`config.mk`:
```
export PLATFORM = sky130hd
export DESIGN_NAME = dma_csr_bank
export DESIGN_NICKNAME = d
export VERILOG_FILES = /design/src/rtl/dma_csr_pkg.sv /design/src/rtl/dma_csr_ctrl.sv /design/src/rtl/dma_csr_data.sv /design/src/rtl/dma_csr_bank.sv
export SDC_FILE = /design/constraint.sdc
export NUM_CORES = 2
export LEC_CHECK = 0
export BUFFER_PORTS_ARGS = -buffer_cell sky130_fd_sc_hd__buf_2
export CORE_AREA = 2 2 565 567
export CTS_BUF_LIST = sky130_fd_sc_hd__clkbuf_4 sky130_fd_sc_hd__clkbuf_8
export CTS_CLUSTER_SIZE = 16
export DETAILED_ROUTE_END_ITERATION = 16
export DIE_AREA = 0 0 567 569
export PLACE_DENSITY = 0.41
export SYNTH_ARGS = -nofsm -noshare
export SYNTH_HDL_FRONTEND = slang
export SYNTH_SLANG_ARGS = --single-unit
```
`constraint.sdc`:
```
create_clock -name clk -period 3.4 [get_ports clk]
set_clock_uncertainty 0.2 [all_clocks]
set_input_delay 0 -clock clk [delete_from_list [all_inputs] [get_ports clk]]
set_output_delay 0 -clock clk [all_outputs]
set_load 0.05 [all_outputs]
```
`src/rtl/dma_csr_pkg.sv`:
```
package dma_csr_pkg;

  typedef enum logic [3:0] {
    RD_ZERO, RD_STAT, RD_TCM, RD_ERRM, RD_TCRAW,
    RD_ERRRAW, RD_EN, RD_GCFG, RD_SYNC, RD_CHAN, RD_ID
  } rd_sel_e;

  // Strobes from decode control to the datapath
  typedef struct packed {
    logic [4:0] chanWr;   // one per channel slot
    logic       clrTc;
    logic       clrErr;
    logic       wrGcfg;
    logic       wrSync;
    logic       badHit;
    logic [2:0] chanIdx;
    logic [2:0] sub;      // slot / identification word
    rd_sel_e    rdSel;
  } csr_strobe_t;

endpackage

```
`src/rtl/dma_csr_ctrl.sv`:
```
module dma_csr_ctrl
  import dma_csr_pkg::*;
#(
  parameter int NUM_CHAN = 8,
  parameter int ADDR_W = 12
) (
  input  logic              busSel,
  input  logic              busWr,
  input  logic [ADDR_W-1:0] busAddr,
  output csr_strobe_t       st
);

  logic [3:0] wordIdx;
  logic chanRegion, idRegion, globRegion, chanOk, slotOk, legal;

  always_comb begin
    st = '0;
    st.rdSel = RD_ZERO;
    st.chanIdx = busAddr[7:5];
    st.sub = busAddr[4:2];
    wordIdx = busAddr[5:2];
    chanRegion = (busAddr[11:8] == 4'h1);
    idRegion = (busAddr[11:5] == 7'h7F);
    globRegion = (busAddr[11:6] == 6'h00);
    chanOk = (32'(busAddr[7:5]) < NUM_CHAN);
    slotOk = (busAddr[4:2] <= 3'd4);
    legal = 1'b0;
    if (chanRegion && chanOk && slotOk) begin
      legal = 1'b1;
      if (busWr) begin
        case (busAddr[4:2])
          3'd0: st.chanWr[0] = 1'b1;
          3'd1: st.chanWr[1] = 1'b1;
          3'd2: st.chanWr[2] = 1'b1;
          3'd3: st.chanWr[3] = 1'b1;
          default: st.chanWr[4] = 1'b1;
        endcase
      end else begin
        st.rdSel = RD_CHAN;
      end
    end else if (idRegion) begin
      legal = !busWr;
      st.rdSel = RD_ID;
    end else if (globRegion) begin
      if (busWr) begin
        legal = 1'b1;
        case (wordIdx)
          4'd2: st.clrTc = 1'b1;
          4'd4: st.clrErr = 1'b1;
          4'd8, 4'd9, 4'd10, 4'd11: ;
          4'd12: st.wrGcfg = 1'b1;
          4'd13: st.wrSync = 1'b1;
          default: legal = 1'b0;
        endcase
      end else begin
        legal = 1'b1;
        case (wordIdx)
          4'd0: st.rdSel = RD_STAT;
          4'd1: st.rdSel = RD_TCM;
          4'd3: st.rdSel = RD_ERRM;
          4'd5: st.rdSel = RD_TCRAW;
          4'd6: st.rdSel = RD_ERRRAW;
          4'd7: st.rdSel = RD_EN;
          4'd8, 4'd9, 4'd10, 4'd11: st.rdSel = RD_ZERO;
          4'd12: st.rdSel = RD_GCFG;
          4'd13: st.rdSel = RD_SYNC;
          default: legal = 1'b0;
        endcase
      end
    end
    if (!(busSel && busWr)) begin
      st.chanWr = '0;
      st.clrTc = 1'b0;
      st.clrErr = 1'b0;
      st.wrGcfg = 1'b0;
      st.wrSync = 1'b0;
    end
    if (!legal) st.rdSel = RD_ZERO;
    st.badHit = busSel && !legal;
  end

endmodule

```
`src/rtl/dma_csr_data.sv`:
```
module dma_csr_data
  import dma_csr_pkg::*;
#(
  parameter int NUM_CHAN = 8,
  parameter int DATA_W = 32
) (
  input  logic                       clk,
  input  logic                       rstN,
  input  logic                       rdEn,
  input  csr_strobe_t                st,
  input  logic [DATA_W-1:0]          busWdata,
  output logic [DATA_W-1:0]          busRdata,
  input  logic [NUM_CHAN-1:0]        tcEvent,
  input  logic [NUM_CHAN-1:0]        errEvent,
  output logic [NUM_CHAN*DATA_W-1:0] chanSrc,
  output logic [NUM_CHAN*DATA_W-1:0] chanDst,
  output logic [NUM_CHAN*DATA_W-1:0] chanLink,
  output logic [NUM_CHAN*DATA_W-1:0] chanCtrl,
  output logic [NUM_CHAN*DATA_W-1:0] chanCfg,
  output logic [DATA_W-1:0]          ctrlCfg,
  output logic [DATA_W-1:0]          syncCfg,
  output logic                       cfgWrStrobe,
  output logic                       irq,
  output logic                       badFlag
);

  localparam int CW = (NUM_CHAN > 1) ? $clog2(NUM_CHAN) : 1;
  localparam int PAD = DATA_W - NUM_CHAN;
  localparam int TC_MASK_BIT = 15;
  localparam int ERR_MASK_BIT = 14;
  localparam logic [7:0] ID_FIRST = (NUM_CHAN == 2) ? 8'h81 : 8'h80;

  logic [DATA_W-1:0] srcQ [NUM_CHAN];
  logic [DATA_W-1:0] dstQ [NUM_CHAN];
  logic [DATA_W-1:0] linkQ [NUM_CHAN];
  logic [DATA_W-1:0] ctrlQ [NUM_CHAN];
  logic [DATA_W-1:0] cfgQ [NUM_CHAN];
  logic [NUM_CHAN-1:0] tcRaw, errRaw, tcMask, errMask, enMap;
  logic [CW-1:0] rIdx;

  function automatic logic [7:0] idByte(input logic [2:0] k);
    case (k)
      3'd0: idByte = ID_FIRST;
      3'd1: idByte = 8'h10;
      3'd2: idByte = 8'h04;
      3'd3: idByte = 8'h0A;
      3'd4: idByte = 8'h0D;
      3'd5: idByte = 8'hF0;
      3'd6: idByte = 8'h05;
      default: idByte = 8'hB1;
    endcase
  endfunction

  for (genvar c = 0; c < NUM_CHAN; c++) begin : g_chan
    logic hit;
    assign hit = (st.chanIdx == 3'(c));
    always_ff @(posedge clk or negedge rstN) begin
      if (!rstN) begin
        srcQ[c] <= '0;
        dstQ[c] <= '0;
        linkQ[c] <= '0;
        ctrlQ[c] <= '0;
        cfgQ[c] <= '0;
      end else if (hit) begin
        if (st.chanWr[0]) srcQ[c] <= busWdata;
        if (st.chanWr[1]) dstQ[c] <= busWdata;
        if (st.chanWr[2]) linkQ[c] <= busWdata;
        if (st.chanWr[3]) ctrlQ[c] <= busWdata;
        if (st.chanWr[4]) cfgQ[c] <= busWdata;
      end
    end
    assign tcMask[c] = cfgQ[c][TC_MASK_BIT];
    assign errMask[c] = cfgQ[c][ERR_MASK_BIT];
    assign enMap[c] = cfgQ[c][0];
    assign chanSrc[c*DATA_W +: DATA_W] = srcQ[c];
    assign chanDst[c*DATA_W +: DATA_W] = dstQ[c];
    assign chanLink[c*DATA_W +: DATA_W] = linkQ[c];
    assign chanCtrl[c*DATA_W +: DATA_W] = ctrlQ[c];
    assign chanCfg[c*DATA_W +: DATA_W] = cfgQ[c];
  end

  always_ff @(posedge clk or negedge rstN) begin
    if (!rstN) begin
      tcRaw <= '0;
      errRaw <= '0;
      ctrlCfg <= '0;
      syncCfg <= '0;
      cfgWrStrobe <= 1'b0;
      badFlag <= 1'b0;
    end else begin
      // set beats clear on the same bit
      tcRaw <= (tcRaw & ~(st.clrTc ? busWdata[NUM_CHAN-1:0] : '0)) | tcEvent;
      errRaw <= (errRaw & ~(st.clrErr ? busWdata[NUM_CHAN-1:0] : '0)) | errEvent;
      if (st.wrGcfg) ctrlCfg <= busWdata;
      if (st.wrSync) syncCfg <= busWdata;
      cfgWrStrobe <= st.chanWr[4] || st.wrGcfg;
      if (st.badHit) badFlag <= 1'b1;
    end
  end

  assign irq = |((tcRaw & tcMask) | (errRaw & errMask));
  assign rIdx = st.chanIdx[CW-1:0];

  always_comb begin
    busRdata = '0;
    if (rdEn) begin
      case (st.rdSel)
        RD_STAT:   busRdata = {{PAD{1'b0}}, (tcRaw & tcMask) | (errRaw & errMask)};
        RD_TCM:    busRdata = {{PAD{1'b0}}, tcRaw & tcMask};
        RD_ERRM:   busRdata = {{PAD{1'b0}}, errRaw & errMask};
        RD_TCRAW:  busRdata = {{PAD{1'b0}}, tcRaw};
        RD_ERRRAW: busRdata = {{PAD{1'b0}}, errRaw};
        RD_EN:     busRdata = {{PAD{1'b0}}, enMap};
        RD_GCFG:   busRdata = ctrlCfg;
        RD_SYNC:   busRdata = syncCfg;
        RD_ID:     busRdata = {{(DATA_W-8){1'b0}}, idByte(st.sub)};
        RD_CHAN: begin
          case (st.sub)
            3'd0: busRdata = srcQ[rIdx];
            3'd1: busRdata = dstQ[rIdx];
            3'd2: busRdata = linkQ[rIdx];
            3'd3: busRdata = ctrlQ[rIdx];
            default: busRdata = cfgQ[rIdx];
          endcase
        end
        default: busRdata = '0;
      endcase
    end
  end

endmodule

```
`src/rtl/dma_csr_bank.sv`:
```
module dma_csr_bank
  import dma_csr_pkg::*;
#(
  parameter int NUM_CHAN = 8,
  parameter int DATA_W = 32,
  parameter int ADDR_W = 12
) (
  input  logic                       clk,
  input  logic                       rstN,
  input  logic                       busSel,
  input  logic                       busWr,
  input  logic [ADDR_W-1:0]          busAddr,
  input  logic [DATA_W-1:0]          busWdata,
  output logic [DATA_W-1:0]          busRdata,
  input  logic [NUM_CHAN-1:0]        tcEvent,
  input  logic [NUM_CHAN-1:0]        errEvent,
  output logic [NUM_CHAN*DATA_W-1:0] chanSrc,
  output logic [NUM_CHAN*DATA_W-1:0] chanDst,
  output logic [NUM_CHAN*DATA_W-1:0] chanLink,
  output logic [NUM_CHAN*DATA_W-1:0] chanCtrl,
  output logic [NUM_CHAN*DATA_W-1:0] chanCfg,
  output logic [DATA_W-1:0]          ctrlCfg,
  output logic [DATA_W-1:0]          syncCfg,
  output logic                       cfgWrStrobe,
  output logic                       irq,
  output logic                       badFlag
);

  csr_strobe_t st;

  dma_csr_ctrl #(.NUM_CHAN(NUM_CHAN), .ADDR_W(ADDR_W)) u_ctrl (
    .busSel(busSel), .busWr(busWr), .busAddr(busAddr), .st(st)
  );

  dma_csr_data #(.NUM_CHAN(NUM_CHAN), .DATA_W(DATA_W)) u_data (
    .clk(clk), .rstN(rstN), .rdEn(busSel && !busWr), .st(st),
    .busWdata(busWdata), .busRdata(busRdata),
    .tcEvent(tcEvent), .errEvent(errEvent),
    .chanSrc(chanSrc), .chanDst(chanDst), .chanLink(chanLink),
    .chanCtrl(chanCtrl), .chanCfg(chanCfg),
    .ctrlCfg(ctrlCfg), .syncCfg(syncCfg),
    .cfgWrStrobe(cfgWrStrobe), .irq(irq), .badFlag(badFlag)
  );

endmodule

```
==> summary.txt <==
Run status
  – Outcome: finished, violations left
  – Failing checks: setup timing

STA
  – Headroom to the max-slew limit: just under 20%
  – Final hold vios: 0
  – Fin worst setup slack: -0.255 ns
  – RSZ-0062 raised after global routing: true
  – Peak Freq: 274 MHz
  – Worst slew pin tran: approximately 1.2 ns
  – Fin crit period: ~3.7 ns
  – Max-slew violation count: 0
  – Min Hold Slack: around 0.12 ns
  – Final period util: 107%
  – Final setup violating endpoints: 19

Synthesis
  – Syn nets: about 4200
  – Seq cells post-synth: 1362
  – Yosys top cell area share: a little over half
  – Synth Warn #: 0
  – Post-synthesis sequential area ratio: between 50% and 60%
  – Cells after synthesis: roughly 4200
  – Ranking of synthesized cells by area: dfrtp_1 (54%), mux2_2 (23%), mux4_2 (11%)
  – Post-synth ARST share: between 90% and 100%
  – EDFF count, synth: 0
  – Average size of a mapped cell: between 15 and 20 um2
  – Synth area leader: dfrtp_1
  – Dominant synthesized flop cell: dfrtp_1
  – Post-synth cell types: 74
  – Synthesized area: about 63000 um2

Hold path
  – Hold Path Origin: busAddr[4]
  – Worst Hold Class: input port to register

Floorplan
  – Area of the core: approximately 320000 um2
  – Die area: roughly 320000 um2
  – Die Span Y: 569 um
  – Initial core utilization: a little under 20%
  – Ports: ~1400
  – # rows: ~210
  – Die W: between 500 and 600 um

Cells and area
  – Layout cells sized above 1: 67.3%
  – Seq. cell area: approximately 34000 um2
  – Layout filler cell count: 33100
  – Most frequent cells in the layout: buf_2 (1403), dfrtp_1 (1333), mux2_2 (1285), clkbuf_8 (350), mux4_2 (316)
  – Synthesis-to-finish area growth: 38.0%
  – Nets: approximately 6100
  – Area of the multi-input gates: around 28000 um2
  – Non-filler cells, final: 10400
  – Most common cell after layout, fill and taps aside: buf_2
  – Final core occ: 27.3%

Worst setup path
  – Worst setup path start: u_data.chanCtrl[72]
  – Setup crit end: busRdata[8]
  – Crit path max fanout: 2
  – Worst Path Class, Setup: register to output port
  – R2r setup slk: about 1.4 ns
  – Reg2reg end: u_data.badFlag
  – CP startpoint kind: register
  – Setup crit end kind: output port
  – Required time of the critical path: between 3 and 4 ns
  – Worst R2R Path Depth: 3
  – Worst R2R Start: u_data.badFlag
  – WP data arrival: between 3 and 4 ns

Global routing
  – Largest net degree at the start of global routing: 97
  – Initial antenna violation count: 38
  – Overall Global Routing Usage: ~24%
  – Global route total overflow: 0
  – Vias in the first global route: 51200
  – Wire length of the first global-routing pass: ~530 mm

Flow run
  – Max Cap Viol: 0

Clock tree
  – H-Tree Depth: 5
  – Worst-path clk slew: ~0.060 ns
  – Longest Clk Path Bufs: 4
  – CTS tree: built
  – Clock sink count: about 1400
  – CTS buffer count: ~280
  – Clock tree root driver cell: clkbuf_8
  – Worst-skew pair later-pin latency: around 0.98 ns

Place
  – Placed Instances: just under 10000
  – Routability Congestion: 0.881
  – Hpwl dp: 295 mm
  – Port Buffers: around 1400

Power and ir drop
  – Clock power share: roughly 50%
  – Comb pwr share: 7.4%
  – P_int: ~28000 uW
  – Sw frac: around 27%
  – Pwr per Cell Area: 448 nW/um2
  – NetSw: approximately 11000 uW
  – Max VDD drop: between 0.0003 and 0.0004 V
  – Static Leak: about 0.043 uW
  – Sequential share of power: 42.7%

Routing
  – WL/cell: 38.9 um
  – DRT iter0 DRCs: approximately 3800
  – Via density: 4.74
  – Antenna-violating nets left: 0
  – Routed vias: between 40000 and 50000
  – Final wirelength: between 400 and 500 mm
  – First-pass DRT Iterations: 5
  – Drc violations: 0
-- layer usage --
layer / part of all wire (%) / GRT usage (%)
met4: 4.9 / 10.6
met1: 38 / 28.4
met3: 7.8 / 6.80
met2: 49 / 41.5
met5: 0.010 / 0
-- layout make-up --
class	instances	share of cell area (%)
Tap cell	4180	6.05
Sequential cell	1362	39.5
Antenna cell	18	0.0521
Inverter	7	0.0391
Timing Repair Buffer	1953	15.1
Clock inverter	48	0.685
Multi-Input combinational cell	2382	32.2
Clock buffer	445	6.40
-- critical path: stages, from the launching register on --
cell	delay [ns]
dfrtp_1	0.41
mux4_2	0.56
mux4_2	0.54
a211oi_2	0.19
a311oi_1	0.07
a221oi_1	0.26
buf_4	0.19
nor2_4	0.06
buf_12	0.17
-- synth_stat cells (all sizes together), types with 2 or more instances --
library cell	n
a2111oi	3
a211oi	18
a21o	20
a21oi	64
a221oi	29
a222oi	4
a22o	9
a22oi	12
a311oi	14
a31o	2
a31oi	17
a32o	2
and3	2
buf	211
clkbuf	194
dfrtp	1362
inv	6
mux2	1347
mux2i	72
mux4	316
nand2	189
nand2b	9
nand3	16
nand4	5
nor2	84
nor2b	5
nor3	14
nor4	24
nor4bb	2
o211ai	2
o21ai	25
o22ai	30
o31ai	2
or2	4
or3	11
or3b	2
or4	5
or4b	2
-- worst min path at each step --
stage / slack [ns] / cells after the start / endpoint
2_1_floorplan: -0.50 / 0 / u_data.badFlag
3_3_place_gp: -0.13 / 1 / u_data.chanCfg[86]
3_5_place_dp: -0.11 / 1 / u_data.chanCfg[118]
4_1_cts: 0.004 / 4 / u_data.chanCfg[46]
5_1_grt: 0.1 / 6 / u_data.syncCfg[12]
6_report: 0.12 / 6 / u_data.syncCfg[12]
-- cell families (layout without fill, tap and decap cells) --
group	Yosys count	count (layout)	share of synthesized area (%)
AO/OA/AOI/OAI	265	265	2.93
multiplexers	1735	1735	36.8
other	0	18	0
AND/OR/NAND/NOR	381	381	2.75
flip-flops	1362	1362	54.5
buffers and inverters	412	2453	3.06
XOR/XNOR	1	1	0.0140
-- power by group through the flow --
stage	clock (uW)	sequential [uW]	combinational [uW]
global route	20500	16500	3000
floorplan	0	17200	828
CTS	19700	16500	2890
finish	19300	16500	2860
global placement	0	16800	2740
detailed placement	0	16800	2740
-- flip-flops by register name, indices dropped and copies added, names as in the netlist --
| register | cells |
|---|---|
| u_data.badFlag | 1 |
| u_data.cfgWrStrobe | 1 |
| u_data.chanCfg | 256 |
| u_data.chanCtrl | 256 |
| u_data.chanDst | 256 |
| u_data.chanLink | 256 |
| u_data.chanSrc | 256 |
| u_data.ctrlCfg | 32 |
| u_data.errRaw | 8 |
| u_data.syncCfg | 32 |
| u_data.tcRaw | 8 |
-- repair_timing --
action / in CTS / in global routing
hold buffers: 103 / 0
setup buffers: 96 / 15
hold endpoints to repair: 2724 / 0
pin swaps: 70 / 31
gates resized for setup: 179 / 40
setup endpoints to repair: 32 / 30
-- metrics by stage --
stage | total power [uW] | TNS, ns | instance area, um2 | setup WS, ns
floorplan | 18000 | 0 | 62600 | 0.523
global route | 40000 | -6.35 | 86300 | -0.401
detailed placement | 19500 | -3.26 | 77400 | -0.659
global placement | 19500 | -3.65 | 77400 | -0.728
finish | 38700 | -2.31 | 86400 | -0.255
CTS | 39100 | -6.71 | 86000 | -0.389
Note: power is estimated with default switching activity, not from simulation.
